### config.mk
export PLATFORM = sky130hd
export DESIGN_NAME = uart_rx_queue
export DESIGN_NICKNAME = d
export VERILOG_FILES = /design/src/rtl/rxq_pkg.sv /design/src/rtl/rxq_store.sv /design/src/rtl/rxq_trig.sv /design/src/rtl/rxq_timer.sv /design/src/rtl/uart_rx_queue.sv
export SDC_FILE = /design/constraint.sdc
export NUM_CORES = 1
export LEC_CHECK = 0
export BUFFER_PORTS_ARGS = -buffer_cell sky130_fd_sc_hd__buf_4
export CORE_MARGIN = 1.5
export CORE_UTILIZATION = 40
export CTS_CLUSTER_SIZE = 30
export DETAILED_ROUTE_END_ITERATION = 10
export SLEW_MARGIN = 20
export SYNTH_ARGS = -nofsm -noshare
export SYNTH_HDL_FRONTEND = slang
export SYNTH_SLANG_ARGS = --single-unit
### constraint.sdc
create_clock -name clk -period 9.55 [get_ports clk]
set_clock_uncertainty 0.2 [all_clocks]
set_input_delay 0.955 -clock clk [delete_from_list [all_inputs] [get_ports clk]]
set_output_delay 0.955 -clock clk [all_outputs]
set_load 0.1 [all_outputs]
### src/rtl/rxq_pkg.sv
package rxq_pkg;

  typedef struct packed {
    logic [2:0] err;
    logic [7:0] data;
  } rxq_entry_t;

  // threshold for each select code
  function automatic logic [4:0] trig_level(input logic [1:0] sel);
    case (sel)
      2'd0:    return 5'd1;
      2'd1:    return 5'd4;
      2'd2:    return 5'd8;
      default: return 5'd14;
    endcase
  endfunction

  // four character times, in half-bit units
  function automatic logic [7:0] tmo_halves(input logic [1:0] wl,
                                            input logic par,
                                            input logic stop2);
    logic [7:0] bits;
    logic [7:0] stop;
    logic [7:0] ch;
    bits = 8'd6 + {6'd0, wl} + {7'd0, par};
    if (!stop2)          stop = 8'd2;
    else if (wl == 2'd0) stop = 8'd3;
    else                 stop = 8'd4;
    ch = (bits << 1) + stop;
    return ch << 2;
  endfunction

endpackage

### src/rtl/rxq_store.sv
module rxq_store
  import rxq_pkg::*;
#(
  parameter int DEPTH = 16,
  localparam int PW = (DEPTH > 1) ? $clog2(DEPTH) : 1,
  localparam int LW = $clog2(DEPTH + 1)
) (
  input  logic            clk,
  input  logic            rst,
  input  logic            wr_en,
  input  rxq_entry_t      din,
  input  logic            rd_en,
  input  logic            lsr_rd,
  input  logic            cap_one,
  output rxq_entry_t      dout,
  output logic [LW-1:0]   level,
  output logic [LW-1:0]   level_nxt,
  output logic            empty,
  output logic            overrun
);

  rxq_entry_t    mem [DEPTH];
  logic [PW-1:0] wp, rp;
  logic [LW-1:0] cap;
  logic          rd_ok, wr_ok, drop;

  assign cap   = cap_one ? LW'(1) : LW'(DEPTH);
  assign rd_ok = rd_en && (level != '0);
  assign wr_ok = wr_en && ((level < cap) || rd_ok);
  assign drop  = wr_en && !wr_ok;

  always_comb begin
    level_nxt = level;
    if (wr_ok && !rd_ok)      level_nxt = level + LW'(1);
    else if (rd_ok && !wr_ok) level_nxt = level - LW'(1);
  end

  // storage without reset so it maps onto RAM
  always_ff @(posedge clk) begin
    if (wr_ok) mem[wp] <= din;
  end

  assign dout = mem[rp];

  always_ff @(posedge clk) begin
    if (rst) begin
      wp      <= '0;
      rp      <= '0;
      level   <= '0;
      empty   <= 1'b1;
      overrun <= 1'b0;
    end else begin
      if (wr_ok) wp <= (wp == PW'(DEPTH - 1)) ? '0 : wp + PW'(1);
      if (rd_ok) rp <= (rp == PW'(DEPTH - 1)) ? '0 : rp + PW'(1);
      level <= level_nxt;
      empty <= (level_nxt == '0);
      if (drop)        overrun <= 1'b1;
      else if (lsr_rd) overrun <= 1'b0;
    end
  end


  no_overflow_chk: assert property (@(posedge clk) disable iff (rst)
    level <= LW'(DEPTH));


  drop_flags_chk: assert property (@(posedge clk) disable iff (rst)
    (wr_en && !rd_en && level == LW'(DEPTH)) |=> overrun);


  both_hold_chk: assert property (@(posedge clk) disable iff (rst)
    (wr_en && rd_en && level != '0 && level <= cap) |=> $stable(level));


  idle_read_chk: assert property (@(posedge clk) disable iff (rst)
    (rd_en && !wr_en && level == '0) |=> (level == '0 && empty));

endmodule

### src/rtl/rxq_trig.sv
module rxq_trig
  import rxq_pkg::*;
#(
  parameter int LW = 5
) (
  input  logic          clk,
  input  logic          rst,
  input  logic          fifo_on,
  input  logic [1:0]    trig_sel,
  input  logic [LW-1:0] level,
  input  logic [LW-1:0] level_nxt,
  output logic          trig
);

  logic [LW-1:0] thresh;

  assign thresh = fifo_on ? LW'(trig_level(trig_sel)) : LW'(1);

  always_ff @(posedge clk) begin
    if (rst) trig <= 1'b0;
    else     trig <= (level_nxt >= thresh);
  end


  trig_match_chk: assert property (@(posedge clk) disable iff (rst)
    ($stable(trig_sel) && $stable(fifo_on)) |-> (trig == (level >= thresh)));

endmodule

### src/rtl/rxq_timer.sv
module rxq_timer
  import rxq_pkg::*;
#(
  parameter int TW = 8
) (
  input  logic       clk,
  input  logic       rst,
  input  logic       restart,
  input  logic       hold,
  input  logic       half_tick,
  input  logic [1:0] word_len,
  input  logic       parity_on,
  input  logic       stop_long,
  output logic       expired
);

  logic [TW-1:0] cnt;
  logic [TW-1:0] limit;

  assign limit   = TW'(tmo_halves(word_len, parity_on, stop_long));
  assign expired = (cnt >= limit);

  always_ff @(posedge clk) begin
    if (rst || restart || hold) cnt <= '0;
    else if (half_tick && cnt < limit) cnt <= cnt + TW'(1);
  end


  restart_clr_chk: assert property (@(posedge clk) disable iff (rst)
    (restart && !half_tick) |=> !expired);

endmodule

### src/rtl/uart_rx_queue.sv
module uart_rx_queue
  import rxq_pkg::*;
#(
  parameter int DEPTH = 16,
  parameter int TW    = 8,
  localparam int LW   = $clog2(DEPTH + 1)
) (
  input  logic          clk,
  input  logic          rst,
  input  logic          wr_en,
  input  logic [7:0]    wr_data,
  input  logic [2:0]    wr_err,
  input  logic          stop_mid,
  input  logic          rd_en,
  input  logic          lsr_rd,
  input  logic          fifo_on,
  input  logic [1:0]    trig_sel,
  input  logic [1:0]    word_len,
  input  logic          parity_on,
  input  logic          stop_long,
  input  logic          half_tick,
  output logic [7:0]    rd_data,
  output logic [2:0]    rd_err,
  output logic [LW-1:0] level,
  output logic          empty,
  output logic          trig_req,
  output logic          tmo_req,
  output logic          overrun
);

  rxq_entry_t    din, dout;
  logic [LW-1:0] level_nxt;
  logic          expired;

  assign din = '{err: wr_err, data: wr_data};

  rxq_store #(.DEPTH(DEPTH)) u_store (
    .clk(clk), .rst(rst), .wr_en(wr_en), .din(din), .rd_en(rd_en),
    .lsr_rd(lsr_rd), .cap_one(!fifo_on), .dout(dout), .level(level),
    .level_nxt(level_nxt), .empty(empty), .overrun(overrun)
  );

  rxq_trig #(.LW(LW)) u_trig (
    .clk(clk), .rst(rst), .fifo_on(fifo_on), .trig_sel(trig_sel),
    .level(level), .level_nxt(level_nxt), .trig(trig_req)
  );

  rxq_timer #(.TW(TW)) u_timer (
    .clk(clk), .rst(rst), .restart(stop_mid || rd_en), .hold(empty),
    .half_tick(half_tick), .word_len(word_len), .parity_on(parity_on),
    .stop_long(stop_long), .expired(expired)
  );

  assign rd_data = dout.data;
  assign rd_err  = dout.err;
  assign tmo_req = expired && !empty && !trig_req && fifo_on;


  tmo_empty_chk: assert property (@(posedge clk) disable iff (rst)
    empty |-> !tmo_req);


  tmo_trig_chk: assert property (@(posedge clk) disable iff (rst)
    trig_req |-> !tmo_req);

endmodule

## After elaboration in Yosys (flattened, before gate mapping)

Memories as Yosys holds them, arrays and structs flattened. A register that Yosys moved wholly into a read port is not among the register bits.
Cells that the tools add are included.

- Flip-flop bits (word level): 24
- RAM bits: 176
- Output and inout bits: 20
- Memories kept: 1

- Add/subtract/negate cells: 8
- Order comparisons: 4
- Equality and inequality tests: 4
- Multiplexer cells: 15
- Reductions and logical operators: 22

Memories:

| memory | depth | width | rd ports | clocked after memory_dff | write ports | RTL line | text |
|---|---|---|---|---|---|---|---|
| u_store.mem | 16 | 11 | 1 | 1 | 1 | rxq_store.sv:22 | `rxq_entry_t mem [DEPTH];` |

Operators by type and width:

| kind | count |
|---|---|
| $mux 4 | 5 |
| $mux 5 | 3 |
| $pmux 4 s3 | 1 |
| $logic_and 1x1->1 | 9 |
| $add 4x1->4 const B | 2 |
| $add 8x1->8 const B | 1 |
| $eq 4x4->1 const B | 2 |
| $ge 8x8->1 | 1 |
| $lt 8x8->1 | 1 |
| $add 6x6->6 | 1 |
| $mux 3 | 2 |
| $add 5x1->5 | 1 |
| $add 5x1->5 const B | 1 |
| $ge 5x5->1 | 1 |
| $logic_not 5->1 | 1 |
| $lt 5x5->1 | 1 |
| $reduce_bool 5->1 | 1 |
| $sub 5x1->5 const B | 1 |
| $add 3x2->4 const A | 1 |
| $logic_not 1->1 | 4 |
| $logic_not 2->1 | 2 |
| $logic_or 1x1->1 | 4 |
| $mux 1 | 4 |
| $eq 2x1->1 const B | 1 |
| other kinds (2) | 2 |

## Depth between registers and ports, before layout

- Word-level depth: 9
- Mapped depth: 13
- Gate-level depth less buffers: 13

## Hierarchy

Synthesis repeated with hierarchy kept, for this count alone.

- Cells, all modules: 483
- Area, all modules: 8690.8 um2

By module, submodules not included:

| module | instances | cells each | area an instance (um2) |
|---|---|---|---|
| rxq_store | 1 | 384 | 7841.3 |
| rxq_timer | 1 | 80 | 698.2 |
| rxq_trig | 1 | 16 | 128.9 |
| uart_rx_queue | 1 | 3 | 22.5 |

## Least setup slack after synthesis

OpenSTA, ideal clock, no wires.

- Path type: in2out
- Start point: input port word_len[1]
- End point: output port tmo_req
- Arrival time: 5829 ps
- Required time: 8395 ps
- Slack: 2566 ps
- Stages on the path: 11
- Path buffers: 0
- Path through: o21ai_0 ha_1 inv_1 fa_1 xor2_1 ha_1 a21o_1 a21o_1 a21oi_1 o21ai_0 nor4b_1

- Word-level cells in the longest chain between the ends: 8
- Elaborated cells between the ends (all ways): 10
- Classes of those cells: add/sub: 3; order compare: 1; mux: 2; reduce/logical: 4

Ends and longest elaborated chain:

| item | RTL line | text |
|---|---|---|
| from (decl) | uart_rx_queue.sv:18 | `input logic [1:0] word_len,` |
| branches (longest 3 deep; another with $add 5x1->5) | -- |  |
| $add 6x6->6 (*) | rxq_pkg.sv:29 | `ch = (bits << 1) + stop;` |
| $ge 8x8->1 (*) | rxq_timer.sv:21 | `assign expired = (cnt >= limit);` |
| $logic_and 1x1->1 (*) (3 in series) | uart_rx_queue.sv:56 | `assign tmo_req = expired && !empty && !trig_req && fifo_on;` |
| to (decl) | uart_rx_queue.sv:27 | `output logic tmo_req,` |

Mark *: on every way between the ends.

## Worst setup path after layout

Same ends and word-level chain as after synthesis.

==> metrics.md <==
| Metric | Value |
|---|---|
| Net Count, Synth | `516` |
| Clock latency of the later-clocked register in the worst-skew pair | `0.49 ns` |
| Final critical-path required period | `4.73 ns` |
| Via density per instance | `5.34` |
| Top cell type by total area after synthesis | `edfxtp_1` |
| Type of element capturing the critical path | `primary output` |
| Detailed-routing iteration count for the pre-antenna-repair pass | `5` |
| First-pass GRT wire length | `26300 µm` |
| I/O pins | `45` |
| HPWL after DPL | `10100 µm` |
| Antenna violations before repair | `0` |
| Count of different cell masters after synthesis | `48` |
| TritonCTS Buffers | `23` |
| Count of buffers from port buffering | `44` |
| Data arrival time of the critical path | `3.57 ns` |
| Number of H-tree levels | `1` |
| Worst hold path class | `flip-flop to flip-flop` |
| Instance count of the mapped netlist | `465` |
| Hold buffers post-CTS | `0` |
| Via count of the first global-routing pass | `4714` |
| Maximum number of pins on one net before global-route repair | `45` |
| Max_slew headroom | `31.5%` |
| CTS resizes | `0` |
| Transition time of the tightest slew-check pin | `1.03 ns` |
| Global routing's busiest layer | `met2` |
| Global-route met2 utilization | `27.9%` |
| Worst slack on hold paths | `0.305 ns` |
| Mean routed wirelength per cell | `20.8 µm` |
| Aggregate global routing overflow | `0` |
| Netlist area before placement | `8430 µm²` |
| Number of antenna repair diodes | `0` |
| Net count, final | `580` |
| Core ar. | `20400 µm²` |
| Count leader, synth | `edfxtp_1` |
| CP Class | `input port to primary output` |
| Max-slew violations | `0` |
| Post-placement cell area | `9140 µm²` |
| Synthesis warning total | `0` |
| Total Negative Setup Slacks | `0 ns` |
| Clock Root Buffer | `clkbuf_16` |
| Number of instances in the placed design | `774` |
| Vias | `4355` |
| Floorplan die area | `22000 µm²` |
| Required time reported for the critical path endpoint | `8.40 ns` |
| Critical path startpoint category | `input port` |
| Worst path slowest cell | `fa_1` |
| Layout Cells excl Fill | `816` |
| CTS tree | `built` |
| Sequential cell area fraction in the yosys report | `69.3%` |
| Global Route Usage Sum | `15.8%` |
| Count of flip-flops with a built-in enable after synthesis | `176` |
| Core occupancy in the finished layout | `48.5%` |
| Initial core utilization | `41.3%` |
| Mean cell area of the mapped netlist | `18.1 µm²` |
| Share of the synthesized area in the top cell type | `62.7%` |
| Post-synth top cells | `edfxtp_1 (176), mux4_2 (55), nor2_1 (36)` |
| Routability Congestion | `0.777` |
| Number of fill cells in the layout | `1728` |
| Width of the die | `148 µm` |
| DRC violation count after routing | `0` |
| Initial DRC count | `341` |
| Most used flip-flop cell after synthesis | `edfxtp_1` |
| P&R area growth vs syn | `17.6%` |
| Number of setup buffers added after CTS | `0` |
| Series of cell instances along the critical path | `buf_4 -> o21ai_0 -> ha_1 -> inv_1 -> fa_1 -> xor2_1 -> ha_1 -> a21o_1 -> a21o_1 -> a21oi_1 -> o21ai_0 -> nor4b_1 -> buf_4` |
| Delay of the slowest cell on the worst path | `0.38 ns` |
| Cell Rows | `52` |
| Clk slew on worst S/H paths | `0.05 ns` |
| Maximum resistive drop on vdd | `0.240 mV` |
| Area taken by multi-input logic gates | `2460 µm²` |
| Number of clock sinks seen by CTS | `204` |
| Fraction of final layout cells with drive strength greater than 1 | `31.0%` |
| Routing usage on met3 | `2.91%` |
| Critical path peak fanout | `3` |
| Post-synthesis async set-or-reset flop share | `0%` |
| Storage cell area | `5850 µm²` |
| Setup-failing EPs final | `0` |
| Final design area excluding fillers | `9920 µm²` |
| Bufs on Longest Clock Path | `3` |
| Count of nets left with antenna violations after detail routing | `0` |
| RSZ-0062 raised after global routing | `no` |
| Max-cap check violation count | `0` |
| P_leak | `0.00333 µW` |
| Die height | `148 µm` |
| Power Density | `286 nW/µm²` |
| Cells taking the most area after synthesis | `edfxtp_1 (63%), mux4_2 (15%), dfxtp_1 (6.6%)` |
| Synthesis-stage register bit count | `204` |
| Achievable clock frequency | `0.212 GHz` |
| Global-route met1 utilization | `19.9%` |
| Routed wire length | `16900 µm` |
| Outcome | `completed` |
| Final worst-path cycle share | `49.5%` |
| Number of hold-slack violations in the final timing report | `0` |
[kinds of logic after synthesis]
| group | Yosys count | synth area share, % |
|---|---|---|
| AO/OA/AOI/OAI | 39 | 3.43 |
| XOR/XNOR | 14 | 1.45 |
| adder cells (fa/ha/maj) | 26 | 3.95 |
| buffers and inverters | 37 | 1.88 |
| flip-flops | 204 | 69.3 |
| multiplexers | 55 | 14.7 |
| other | 1 | 0.0445 |
| AND/OR/NAND/NOR | 89 | 5.20 |
[flip-flops by register name, indices dropped and copies added, names as in the netlist, named ones only]
signal           cells
u_trig.trig          1
u_timer.cnt          8
u_store.mem        176
u_store.overrun      1
u_store.wp           4
u_store.level        5
u_store.empty        1
u_store.rp           4
[final timing paths]
kind,startpoint,end,slack [ns],depth (start not counted)
worst max-delay path,word_len[1],tmo_req,4.82,13
worst max register to register,u_store.level[4],u_trig.trig,6.23,12
worst min-delay path,u_store.overrun,u_store.overrun,0.31,2
worst min register to register,u_store.overrun,u_store.overrun,0.31,2
[stage by stage]
stage               power (µW)  setup WS [ns]
finish                    2840           4.82
detailed placement        1970           4.81
floorplan                 1780           2.57
CTS                       2860           4.78
global placement          1950           4.86
global route              2950           4.58
[report_power, final]
part / internal [µW] / switching, µW
registers: 1020 / 32.1
logic: 321 / 572
clock network: 553 / 339
[final cells by class]
cell class                      count  share of cell area, %
Sequential cell                   204                   59.0
Inverter                           20                  0.757
Tap cell                          270                   3.41
Clock inverter                     14                   1.82
Multi-Input combinational cell    224                   24.8
Clock buffer                       28                   5.99
Timing Repair Buffer               56                   4.24
[cell usage in the layout, fill, tap and decap left out, drive strengths merged, types with 8 or more instances in the layout]
master / synthesis / layout
dfxtp: 28 / 28
clkbuf: 9 / 28
edfxtp: 176 / 176
mux4: 55 / 55
inv: 20 / 21
buf: 8 / 56
xor2: 10 / 10
nor2: 36 / 36
nand2: 17 / 17
a21oi: 14 / 14
o21ai: 8 / 8
ha: 25 / 25
[per-layer routing]
layer	up-vias	share of wire, %
met3	33	5.9
met1	2224	41
met2	127	51
met4	0	2.5
met5	-	0
li1	1971	-
[critical path: cells and delay by family]
kind	cells	cell delay, ns
xor+xnor	1	0.18
compound gates	5	0.76
buf+inv	3	0.51
simple gates	1	0.25
fa+ha+maj	3	0.91
(Power assumes the default switching activity.)
